==> config.mk <==
export PLATFORM = sky130hd
export DESIGN_NAME = dbuf_cmp_timer
export DESIGN_NICKNAME = d
export VERILOG_FILES = /design/src/rtl/tmr_pkg.sv /design/src/rtl/tmr_src_sel.sv /design/src/rtl/tmr_cmp_bank.sv /design/src/rtl/tmr_count_fsm.sv /design/src/rtl/dbuf_cmp_timer.sv
export SDC_FILE = /design/constraint.sdc
export NUM_CORES = 1
export LEC_CHECK = 0
export ABC_AREA = 0
export BUFFER_PORTS_ARGS = -buffer_cell sky130_fd_sc_hd__buf_4
export CORE_MARGIN = 4
export CORE_UTILIZATION = 30
export DETAILED_ROUTE_END_ITERATION = 8
export GPL_TIMING_DRIVEN = 0
export PLACE_DENSITY_LB_ADDON = 0.2
export SLEW_MARGIN = 20
export SYNTH_ARGS = -nofsm -noshare
export SYNTH_HDL_FRONTEND = slang
export SYNTH_SLANG_ARGS = --single-unit
export TNS_END_PERCENT = 10
==> constraint.sdc <==
create_clock -name clk -period 2.3 [get_ports clk]
set_clock_uncertainty 0.15 [all_clocks]
set_input_delay 0.575 -clock clk [delete_from_list [all_inputs] [get_ports clk]]
set_output_delay 0.575 -clock clk [all_outputs]
set_load 0.01 [all_outputs]
==> src/rtl/tmr_pkg.sv <==
package tmr_pkg;

    typedef enum logic [1:0] {
        SRC_P1  = 2'd0,
        SRC_P4  = 2'd1,
        SRC_P16 = 2'd2,
        SRC_EXT = 2'd3
    } src_sel_e;

    typedef enum logic {
        ST_STOP = 1'b0,
        ST_RUN  = 1'b1
    } run_state_e;

    typedef struct packed {
        src_sel_e src;
        logic     clr_match;
        logic     dbuf;
    } tmr_ctrl_t;

endpackage

==> src/rtl/tmr_src_sel.sv <==
module tmr_src_sel
    import tmr_pkg::*;
#(
    parameter int SYNC_STAGES = 2
) (
    input  logic     clk,
    input  logic     rst_n,
    input  src_sel_e src,
    input  logic     tick_d1,
    input  logic     tick_d4,
    input  logic     tick_d16,
    input  logic     ext_in,
    output logic     cnt_en
);
    localparam int HIST = SYNC_STAGES;

    logic [HIST:0] sync_q;
    logic          ext_rise;

    generate
        for (genvar i = 0; i <= HIST; i++) begin : g_sync
            if (i == 0) begin : g_first
                always_ff @(posedge clk or negedge rst_n) begin
                    if (!rst_n) sync_q[i] <= 1'b0;
                    else        sync_q[i] <= ext_in;
                end
            end else begin : g_next
                always_ff @(posedge clk or negedge rst_n) begin
                    if (!rst_n) sync_q[i] <= 1'b0;
                    else        sync_q[i] <= sync_q[i-1];
                end
            end
        end
    endgenerate

    assign ext_rise = sync_q[HIST-1] & ~sync_q[HIST];

    always_comb begin
        unique case (src)
            SRC_P1:  cnt_en = tick_d1;
            SRC_P4:  cnt_en = tick_d4;
            SRC_P16: cnt_en = tick_d16;
            SRC_EXT: cnt_en = ext_rise;
            default: cnt_en = 1'b0;
        endcase
    end

    AST_EXT_SINGLE_ENABLE: assert property (@(posedge clk) disable iff (!rst_n)
        ext_rise |=> !ext_rise);

endmodule

==> src/rtl/tmr_cmp_bank.sv <==
module tmr_cmp_bank #(
    parameter int W    = 16,
    parameter int NCMP = 2
) (
    input  logic                      clk,
    input  logic                      rst_n,
    input  logic [NCMP-1:0]           we,
    input  logic [W-1:0]              wdata,
    input  logic                      dbuf_en,
    input  logic                      load_evt,
    output logic [NCMP-1:0][W-1:0]    act
);
    logic [NCMP-1:0][W-1:0] shadow_q;
    logic                   xfer;

    assign xfer = dbuf_en & load_evt;

    generate
        for (genvar k = 0; k < NCMP; k++) begin : g_cmp
            always_ff @(posedge clk or negedge rst_n) begin
                if (!rst_n) begin
                    shadow_q[k] <= '0;
                end else if (we[k]) begin
                    shadow_q[k] <= wdata;
                end
            end

            always_ff @(posedge clk or negedge rst_n) begin
                if (!rst_n) begin
                    act[k] <= '0;
                end else if (xfer) begin
                    act[k] <= shadow_q[k];
                end else if (we[k] && !dbuf_en) begin
                    act[k] <= wdata;
                end
            end

            AST_ACTIVE_HELD: assert property (@(posedge clk) disable iff (!rst_n)
                (dbuf_en && !xfer) |=> $stable(act[k]));

            AST_XFER_LOADS: assert property (@(posedge clk) disable iff (!rst_n)
                xfer |=> (act[k] == $past(shadow_q[k])));
        end
    endgenerate

endmodule

==> src/rtl/tmr_count_fsm.sv <==
module tmr_count_fsm
    import tmr_pkg::*;
#(
    parameter int W    = 16,
    parameter int NCMP = 2
) (
    input  logic                   clk,
    input  logic                   rst_n,
    input  logic                   ctrl_we,
    input  logic                   ctrl_run,
    input  logic                   cnt_en,
    input  logic                   clr_en,
    input  logic [NCMP-1:0][W-1:0] cmp,
    output logic [W-1:0]           cnt_q,
    output logic [NCMP-1:0]        hit,
    output logic [NCMP-1:0]        match_q,
    output logic                   ovf_q
);
    localparam int PERIOD_IDX = NCMP - 1;

    run_state_e   state_q, state_d;
    logic [W-1:0] cnt_d;
    logic         stop_req;
    logic         active;
    logic         clr_hit;
    logic         at_top;

    assign stop_req = ctrl_we & ~ctrl_run;
    assign active   = (state_q == ST_RUN) & ~stop_req;
    assign at_top   = (cnt_q == {W{1'b1}});

    generate
        for (genvar k = 0; k < NCMP; k++) begin : g_hit
            assign hit[k] = active & cnt_en & (cnt_q == cmp[k]);
        end
    endgenerate

    assign clr_hit = clr_en & hit[PERIOD_IDX];

    // next-state and counter logic
    always_comb begin
        state_d = state_q;
        cnt_d   = cnt_q;
        unique case (state_q)
            ST_STOP: begin
                cnt_d = '0;
                if (ctrl_we && ctrl_run) state_d = ST_RUN;     // START
            end
            ST_RUN: begin
                if (stop_req) begin                            // HALT
                    state_d = ST_STOP;
                    cnt_d   = '0;
                end else if (cnt_en) begin
                    cnt_d = clr_hit ? '0 : cnt_q + 1'b1;
                end
            end
            default: begin
                state_d = ST_STOP;
                cnt_d   = '0;
            end
        endcase
    end

    // state register
    always_ff @(posedge clk or negedge rst_n) begin
        if (!rst_n) begin
            state_q <= ST_STOP;
            cnt_q   <= '0;
        end else begin
            state_q <= state_d;
            cnt_q   <= cnt_d;
        end
    end

    // output pulses
    always_ff @(posedge clk or negedge rst_n) begin
        if (!rst_n) begin
            match_q <= '0;
            ovf_q   <= 1'b0;
        end else begin
            match_q <= hit;
            ovf_q   <= active & cnt_en & at_top & ~clr_hit;
        end
    end

    AST_STOP_IS_ZERO: assert property (@(posedge clk) disable iff (!rst_n)
        (state_q == ST_STOP) |-> (cnt_q == '0));

    AST_HOLD_NO_ENABLE: assert property (@(posedge clk) disable iff (!rst_n)
        (active && !cnt_en) |=> $stable(cnt_q));

    AST_CLEAR_ON_PERIOD: assert property (@(posedge clk) disable iff (!rst_n)
        (active && cnt_en && clr_en && (cnt_q == cmp[PERIOD_IDX])) |=> (cnt_q == '0));

    AST_OVF_ONE_CYCLE: assert property (@(posedge clk) disable iff (!rst_n)
        ovf_q |=> !ovf_q);

    AST_OVF_AFTER_TOP: assert property (@(posedge clk) disable iff (!rst_n)
        ovf_q |-> (cnt_q == '0));

endmodule

==> src/rtl/dbuf_cmp_timer.sv <==
module dbuf_cmp_timer
    import tmr_pkg::*;
#(
    parameter int W    = 16,
    parameter int NCMP = 2
) (
    input  logic                clk,
    input  logic                rst_n,
    input  logic                ctrl_we,
    input  logic                ctrl_run,
    input  logic [1:0]          ctrl_src,
    input  logic                ctrl_clr_match,
    input  logic                ctrl_dbuf,
    input  logic [NCMP-1:0]     cmp_we,
    input  logic [W-1:0]        cmp_wdata,
    input  logic                tick_d1,
    input  logic                tick_d4,
    input  logic                tick_d16,
    input  logic                ext_cnt_in,
    output logic [W-1:0]        count,
    output logic [NCMP*W-1:0]   cmp_act,
    output logic [NCMP-1:0]     match,
    output logic                ovf_irq
);
    localparam int PERIOD_IDX = NCMP - 1;

    tmr_ctrl_t              ctrl_q;
    logic                   cnt_en;
    logic [NCMP-1:0]        hit;
    logic [NCMP-1:0][W-1:0] act;

    always_ff @(posedge clk or negedge rst_n) begin
        if (!rst_n) begin
            ctrl_q <= '{src: SRC_P1, clr_match: 1'b0, dbuf: 1'b0};
        end else if (ctrl_we) begin
            ctrl_q.src       <= src_sel_e'(ctrl_src);
            ctrl_q.clr_match <= ctrl_clr_match;
            ctrl_q.dbuf      <= ctrl_dbuf;
        end
    end

    tmr_src_sel #(.SYNC_STAGES(2)) u_src (
        .clk      (clk),
        .rst_n    (rst_n),
        .src      (ctrl_q.src),
        .tick_d1  (tick_d1),
        .tick_d4  (tick_d4),
        .tick_d16 (tick_d16),
        .ext_in   (ext_cnt_in),
        .cnt_en   (cnt_en)
    );

    tmr_count_fsm #(.W(W), .NCMP(NCMP)) u_cnt (
        .clk      (clk),
        .rst_n    (rst_n),
        .ctrl_we  (ctrl_we),
        .ctrl_run (ctrl_run),
        .cnt_en   (cnt_en),
        .clr_en   (ctrl_q.clr_match),
        .cmp      (act),
        .cnt_q    (count),
        .hit      (hit),
        .match_q  (match),
        .ovf_q    (ovf_irq)
    );

    tmr_cmp_bank #(.W(W), .NCMP(NCMP)) u_cmp (
        .clk      (clk),
        .rst_n    (rst_n),
        .we       (cmp_we),
        .wdata    (cmp_wdata),
        .dbuf_en  (ctrl_q.dbuf),
        .load_evt (hit[PERIOD_IDX]),
        .act      (act)
    );

    generate
        for (genvar k = 0; k < NCMP; k++) begin : g_out
            assign cmp_act[k*W +: W] = act[k];
        end
    endgenerate

    AST_DIRECT_WRITE: assert property (@(posedge clk) disable iff (!rst_n)
        (cmp_we[0] && !ctrl_q.dbuf) |=> (cmp_act[W-1:0] == $past(cmp_wdata)));

endmodule

# Word-level counts from Yosys, hierarchy flattened
# Cells that the tools add are included.
# totals
register_bits	91
inputBits	30
word_cells	56
# classes
addsub	1
eq_ne	7
mux	12
n_bitwise	15
reduce_logical	7
# op_table
operator	count
two-way mux 16 bit	7
== test 16 bit	2
one-hot mux 16 bit (2 select lines)	1
adder 16 x 1 -> 16 bit (second input constant)	1
== test 16 bit (second input constant)	1
AND 1 bit	10
NOT 1 bit	5
== test 2 bit (second input constant)	2
one-hot mux 1 bit (4 select lines)	1
nonzero test 2 bit	2
logical AND 1 bit	3
!= test 3 x 2 -> 1 bit (second input constant)	1
== test 2 x 1 -> 1 bit (second input constant)	1
zero test 2 bit	1
two-way mux 1 bit	2
one-hot mux 1 bit (2 select lines)	1
zero test 1 bit	1

# Longest topological paths before layout
# Gate-level depths: netlist of run 1.
# depth
word_depth	11
ltp_mapped	8
depth_no_buf	6

# By module
# From an unflattened synthesis of run 1, not the netlist that was laid out.
# hier_totals
hier_cells	395
hier_area_um2	5056.1
# modules_own_cells
mod	instances	cells_per_inst	area_each_um2
tmr_cmp_bank	1	208	3241.9
tmr_count_fsm	1	174	1565.3
dbuf_cmp_timer	1	8	145.1
tmr_src_sel	1	5	103.8

# Worst setup path before layout of run 1
# Ideal clock, no wire load.
# synth_timing
path_kind	input -> register
startpoint	input port tick_d4
endpoint	register u_cmp.act[0] (netlist name)
setup_ns	0.126
arrival_time_ns	2.059
slack_ns	-0.034
path_stages	6
path_cell_list	mux4_2 > and2_4 > and3_1 > buf_6 > buf_6 > a221o_1
# synth_via
elab_chain_len	5
# synth_lines
item	line_no	rtl
start, declared	dbuf_cmp_timer.sv:17	input logic tick_d4,
one-hot mux 1 bit (4 select lines) (*)	tmr_src_sel.sv:39	unique case (src)
AND 1 bit (*) (2 in series)	tmr_count_fsm.sv:34	assign hit[k] = active & cnt_en & (cnt_q == cmp[k]);
AND 1 bit (*)	tmr_cmp_bank.sv:16	assign xfer = dbuf_en & load_evt;
two-way mux 16 bit or nonzero test 2 bit (tied branches)	-	
end signal, assigned by index	tmr_cmp_bank.sv:32	act[k] <= shadow_q[k];
end signal, assigned by index	tmr_cmp_bank.sv:34	act[k] <= wdata;
end, declared	tmr_cmp_bank.sv:11	output logic [NCMP-1:0][W-1:0] act
# Every way passes the cells marked *; elsewhere a longest branch is shown, timed or not.
# A chain may end at the register's enable or synchronous reset.

# Worst setup path after layout of run 1
# layout_timing
startpoint	register u_src.sync_q[1]
endpoint	register u_cmp.act[21] (netlist name)
# layout_via
elab_chain_len	6
# layout_lines
item	line_no	rtl
start, declared	tmr_src_sel.sv:17	logic [HIST:0] sync_q;
start signal, assigned by index	tmr_src_sel.sv:30	else sync_q[i] <= sync_q[i-1];
AND 1 bit (*)	tmr_src_sel.sv:36	assign ext_rise = sync_q[HIST-1] & ~sync_q[HIST];
one-hot mux 1 bit (4 select lines) (*)	tmr_src_sel.sv:39	
AND 1 bit (*) (2 in series)	tmr_count_fsm.sv:34	
AND 1 bit (*)	tmr_cmp_bank.sv:16	
two-way mux 16 bit or nonzero test 2 bit (tied branches)	-	
# Marked as above.

==> results of run 1 <==
Yosys cell counts, types with 5 or more instances:
cell,count,area (sq um)
a21o_1,6,45.0
a221o_1,34,340
a221oi_1,6,52.6
and2_1,35,219
and3_1,8,50.1
buf_2,6,30.0
buf_6,7,78.8
clkbuf_1,13,48.8
dfrtp_1,91,2280
mux2_2,38,428
nand2_1,12,45.0
nand3_1,5,25.0
nand4_1,10,62.6
nor4_1,5,31.3
xnor2_1,19,166
xor2_1,16,140
worst max-delay path by stage:
stage                                from                         to  cells after the start
5_1_grt         u_src.sync_q[1]$_DFF_PN0_  u_cmp.act[28]$_DFFE_PN0P_                      7
3_3_place_gp   u_cnt.cnt_q[2]$_DFFE_PN0P_  u_cmp.act[11]$_DFFE_PN0P_                      7
3_5_place_dp   u_cnt.cnt_q[2]$_DFFE_PN0P_  u_cmp.act[26]$_DFFE_PN0P_                      7
2_1_floorplan                     tick_d4   u_cmp.act[0]$_DFFE_PN0P_                      6
6_report        u_src.sync_q[1]$_DFF_PN0_  u_cmp.act[21]$_DFFE_PN0P_                      7
4_1_cts         u_src.sync_q[1]$_DFF_PN0_  u_cmp.act[19]$_DFFE_PN0P_                      7
registers in the layout (all words and copies together) (netlist names), named ones only:
| name | flops |
|---|---|
| u_cnt.match_q | 2 |
| ctrl_q | 4 |
| u_src.sync_q | 3 |
| u_cmp.shadow_q | 32 |
| u_cnt.cnt_q | 16 |
| u_cnt.ovf_q | 1 |
| u_cmp.act | 32 |
cell families (layout without fill, tap and decap cells):
| kind of cell | count (synthesis) | after routing | share of synthesized area, % |
|---|---|---|---|
| compound gates | 62 | 62 | 13.3 |
| xor+xnor | 35 | 35 | 6.97 |
| fa+ha+maj | 1 | 1 | 0.285 |
| buf+inv | 29 | 143 | 3.84 |
| flops | 91 | 91 | 51.8 |
| mux | 39 | 39 | 10.2 |
| simple gates | 99 | 99 | 13.5 |
metrics by stage:
step	instances	hold slack [ns]	setup slack, ns
after CTS	630	0.184	0.00148
after floorplan	356	0.129	-0.0263
after global routing	650	0.184	-0.0422
final	650	0.163	0.0264
after global placement	613	0.187	-0.512
after detailed placement	613	0.185	-0.507
layer usage:
layer	track usage [%]	vias up	routed length, um
met5	0	-	0
met3	3.54	8	824
met4	3.52	0	74
met1	21.5	1731	5990
met2	24.8	112	6170
li1	-	1540	-
timing repair:
| action | CTS | global route |
|---|---|---|
| setup buffers | 5 | 18 |
| setup endpoints to repair | 50 | 38 |
| cloned | 0 | 3 |
| resized for setup | 7 | 35 |
| pin swaps | 2 | 17 |
cell usage in the layout, fill, tap and decap left out, drive strengths merged, types with 2 or more instances in the layout:
| master | instances |
|---|---|
| a211oi | 2 |
| dfrtp | 91 |
| a2111oi | 2 |
| mux2 | 38 |
| and3 | 8 |
| a21o | 6 |
| o21ai | 2 |
| and4 | 2 |
| xor2 | 16 |
| and2 | 36 |
| nor2 | 4 |
| or3 | 4 |
| clkbuf | 23 |
| nor2b | 4 |
| a31oi | 2 |
| o41ai | 2 |
| inv | 5 |
| a221o | 34 |
| a21oi | 2 |
| or2 | 4 |
| xnor2 | 19 |
| nor4 | 6 |
| nand4 | 10 |
| nand3 | 5 |
| a221oi | 6 |
| nand2b | 3 |
| nand2 | 12 |
| bufinv | 2 |
| buf | 112 |
critical path, delay by kind of cell (launching register included):
family | cells | cell delay [ns]
DFF | 1 | 0.37
and+or+nand+nor | 2 | 0.33
buffers and inverters | 2 | 0.35
muxes | 1 | 0.54
AOI/OAI and AO/OA | 2 | 0.47
power by group through the flow:
stage / sequential (mW) / combinational [mW] / clock (mW)
final: 1.96 / 0.785 / 1.66
after global placement: 1.98 / 0.713 / 0
after global routing: 1.98 / 0.855 / 1.77
after floorplan: 1.96 / 0.351 / 0
after CTS: 1.95 / 0.743 / 1.70
after detailed placement: 1.98 / 0.726 / 0
cell type report:
class | count | area [sq um]
fillers | 1390 | 8180
flip-flops and latches | 91 | 2290
multi-input cells | 236 | 2010
repair buffers | 103 | 862
clock buffers | 10 | 239
well taps | 180 | 225
plain buffers | 22 | 190
clock inverters | 6 | 93.8
inverters | 2 | 7.51
==> flow_summary.yaml, run 1 <==
placement:
  dp_hpwl_um: 8800
  port-buffer-count: 77
  gp_congestion: 0.831
  place_area_sq_mm: 0.00521
pwr:
  peakVddDrop_mv: 0.310
  switching_share_pct: 27.3
  comb_power_share_pct: 17.8
  p_int_mw: 3.20
  p_seq_share_pct: 44.5
  total_power_mw: 4.41
  power_switching_mw: 1.21
  powerDensity_mw_per_mm2: 745
  p_leak_nw: 2.67
  p_clk_share_pct: 37.7
yosys:
  synth_nets: 387
  syn_inst: 356
  synth.avg_cell_area_sq_um: 12.3
  yosysUniqueCellTypes: 39
  synth_seq_cells: 91
  async_flop_share_pct: 100
  syn_area_sq_mm: 0.00440
  synth-edff-count: 0
  ys_seq_area_share_pct: 51.8
  synthFlopType: "dfrtp_1"
  ys_warn_count: 0
clock_network:
  cts_tree: "done"
  path_clk_slew_ns: 0.07
  cts_buffers: 9
  root_buffer: "clkbuf_16"
  cts_htree_levels: 3
  cts_sinks: 91
  hold_buffers: 0
  clockBufferDepth: 2
  clk_latency_ns: 0.34
die:
  die_x_um: 129
  die_y_um: 129
  initial_core_util_pct: 31.2
  coreArea_sq_mm: 0.0141
  rows: 43
  dieArea_sq_mm: 0.0167
  ios: 81
global_route:
  antenna_found_initial: 0
  grt_start_max_net_pins: 92
  grt_pass1_wl_um: 19800
  overflow: 0
  grt_pass1_vias: 3435
  grt_use_total_pct: 15.5
worst_setup_path:
  critPathSlowestCell: "mux4_2"
  end_kind: "flop"
  required_ns: 2.43
  arrival_ns: 2.41
  r2r_setup_slack_ns: 0.03
  crit_type: "flop to flop"
  path_cells: "nor2b_1 -> mux4_2 -> and2_4 -> buf_12 -> a31oi_4 -> clkbuf_16 -> a221o_1"
  startpoint_type: "flop"
  cpPeakStageDelay_ns: 0.54
  worstReg2RegStart: "u_src.sync_q[1]$_DFF_PN0_"
  worstReg2RegEnd: "u_cmp.act[21]$_DFFE_PN0P_"
  crit_path_max_fanout: 5
  r2r_cells: 7
cells_and_area:
  diodes: 0
  finish.instance_area_sq_mm: 0.00592
  nets: 496
  area_growth_pct: 34.7
  layout-drive-gt1-share_pct: 41.9
  final_util_pct: 42.0
route:
  firstDrtPassIters: 4
  drt_wl_total_um: 13100
  drc: 0
  wire_per_inst_um: 20.1
  vias_per_cell: 5.22
  drtAntennaViolNets: 0
  num_vias: 3391
  first_iter_violations: 310
timing:
  slew_headroom_pct: 43.0
  final.setup.tns_ns: 0
  min_period_over_period_pct: 98.9
  finalSetupViolCount: 0
  hold_viol_final: 0
  final.min_clock_period_ns: 2.27
  final_max_slew_viol_count: 0
  worst_pin_slew_ns: 0.855
  fmax_mhz: 440
  rsz0062_at_grt: "true"
worst_hold_path:
  hp-class: "input port to async pin"
run_status:
  status: "finished clean"
flow_run:
  maxCapViolCount: 0
Note: power is estimated with default switching activity, not from simulation.
==> inputs of run 2 (changes only) <==
--- a/config.mk
+++ b/config.mk
@@ -7,7 +7,6 @@
 export LEC_CHECK = 0
 export ABC_AREA = 0
 export BUFFER_PORTS_ARGS = -buffer_cell sky130_fd_sc_hd__buf_4
-export CORE_MARGIN = 4
 export CORE_UTILIZATION = 30
 export DETAILED_ROUTE_END_ITERATION = 8
 export GPL_TIMING_DRIVEN = 0
==> run 2 against run 1 <==
  * The flow now finishes with violations (negative setup slack)
  * Hold slack worse by 0.027 ns
  * Sequential share of layout area is 0.42 points higher
  * Total power is 1.1% higher
  * Core utilization is 0.48 points lower
  * Design area is 1.1% lower
  * Via count is 2.4% lower
  * Cell count is 1.5% lower
  * Flip-flop and latch count stayed put
  * Count of clock-buffer cells in the layout stayed put
  * Global-route usage is 2.1 points higher
==> flow_summary.yaml, run 2 (synthesized netlist as in run 1, its figures left out) <==
worst_setup_path:
  crit_type: "flop to flop"
  startpoint: "u_cmp.act[18]$_DFFE_PN0P_"
  worstReg2RegEnd: "u_cmp.act[30]$_DFFE_PN0P_"
  required_ns: 2.43
  r2r_setup_slack_ns: -0.06
  startpoint_type: "flop"
  end_kind: "flop"
  arrival_ns: 2.49
  crit_path_max_fanout: 8
  worstReg2RegStart: "u_cmp.act[18]$_DFFE_PN0P_"
  r2r_cells: 8
pwr:
  peakVddDrop_mv: 0.370
  powerDensity_mw_per_mm2: 761
  p_leak_nw: 2.61
global_route:
  grt_use_total_pct: 17.6
  grt_start_max_net_pins: 92
  grt_pass1_vias: 3299
  overflow: 0
  antenna_found_initial: 0
  grt_pass1_wl_um: 19300
route:
  num_vias: 3309
  vias_per_cell: 5.17
  wire_per_inst_um: 19.5
  wl_met2_um: 5790
  firstDrtPassIters: 4
  drtAntennaViolNets: 0
  drt_wl_total_um: 12500
  drc: 0
  first_iter_violations: 259
  drt-met1-wl_um: 5980
  wl_met3_um: 594
  top_layer: "met4"
timing:
  final_max_slew_viol_count: 0
  fmax_mhz: 424
  hold_viol_final: 0
  finalSetupViolCount: 27
  min_period_over_period_pct: 102
  rsz0062_at_grt: "true"
  fin_ws_ns: -0.0568
  slew_headroom_pct: 43.2
  worst_pin_slew_ns: 0.852
  final.min_clock_period_ns: 2.36
  final.setup.tns_ns: -0.829
clock_network:
  cts_htree_levels: 3
  clk_latency_ns: 0.35
  root_buffer: "clkbuf_16"
  path_clk_slew_ns: 0.07
  cts_tree: "done"
  cts_sinks: 91
  cts_buffers: 9
  clockBufferDepth: 2
placement:
  dpl.cell_count: 613
  dp_hpwl_um: 8520
  port-buffer-count: 77
  gp_congestion: 0.821
  place_area_sq_mm: 0.00521
die:
  dieArea_sq_mm: 0.0151
  coreArea_sq_mm: 0.0141
  initial_core_util_pct: 31.2
  ios: 81
  rows: 43
  die_x_um: 123
  die_y_um: 123
cells_and_area:
  final_cell_mix: "buf_4, dfrtp_1, mux2_2"
  diodes: 0
  finish.instance_area_sq_mm: 0.00585
  nets: 486
  area_growth_pct: 33.2
  fin_cells: 640
  largestRegisters: "u_cmp.act: 32 flops, u_cmp.shadow_q: 32 flops, u_cnt.cnt_q: 16 flops"
  final_common_cell: "buf_4"
  layout-drive-gt1-share_pct: 40.4
run_status:
  violations: "negative setup slack"
  status: "finished, violations left"
flow_run:
  maxCapViolCount: 0
worst_hold_path:
  hp-class: "input port to async pin"
==> run 2: changes by cell type in the layout (fill, tap and decap cells not counted), moves of 2 or more <==
cell / delta
buf_12: -2
buf_4: -7
clkbuf_1: +2
nand3_1: -2
nand3_2: +2
==> run 2: area by class of cell <==
type	count	area, sq um
clock inverters	6	119
multi-input cells	236	2020
flip-flops and latches	91	2290
plain buffers	22	178
clock buffers	10	229
well taps	180	225
fillers	1362	8240
repair buffers	93	786
inverters	2	7.51
==> run 2: timing repair <==
item	in CTS	in global routing
pin swaps	13	25
endpoints found under the setup margin	50	46
gates cloned	1	3
gates resized for setup	22	17
hold buffers	0	0
setup buffers	9	3
==> run 2: worst max-delay path by stage <==
stage	end	slack [ns]
after floorplan	u_cmp.act[0]$_DFFE_PN0P_	-0.03
after global placement	u_cmp.act[24]$_DFFE_PN0P_	-0.52
after detailed placement	u_cmp.act[1]$_DFFE_PN0P_	-0.51
after CTS	u_cmp.act[24]$_DFFE_PN0P_	-0.001
after global routing	u_cmp.act[7]$_DFFE_PN0P_	-0.13
final	u_cmp.act[30]$_DFFE_PN0P_	-0.06
==> run 2: critical path, stage by stage, from the launching register on <==
cell	delay, ns
dfrtp_1	0.47
xnor2_4	0.21
nand4_1	0.22
nor4_4	0.32
buf_6	0.16
buf_6	0.11
and3_4	0.33
clkbuf_16	0.20
a221o_1	0.13
==> run 2: metal layers <==
layer | global-route usage (%) | vias up
met5 | 0 | -
met1 | 25.2 | 1684
li1 | - | 1524
met2 | 26.4 | 91
met3 | 3.69 | 10
met4 | 5.95 | 0
==> run 2: through the flow <==
step / setup slack [ns] / power [mW] / hold slack [ns] / util [%]
after floorplan: -0.0263 / 2.32 / 0.129 / -
after global placement: -0.516 / 2.69 / 0.187 / 36.9
after detailed placement: -0.508 / 2.70 / 0.185 / 36.9
after CTS: -0.00107 / 4.50 / 0.184 / 40.6
after global routing: -0.129 / 4.65 / 0.176 / 41.5
final: -0.0568 / 4.46 / 0.136 / 41.5
==> run 2: report_power, final <==
part,switching (mW),internal (mW)
Combinational,0.333,0.412
Clock,0.671,1.08
Sequential,0.194,1.77
Total,1.20,3.26
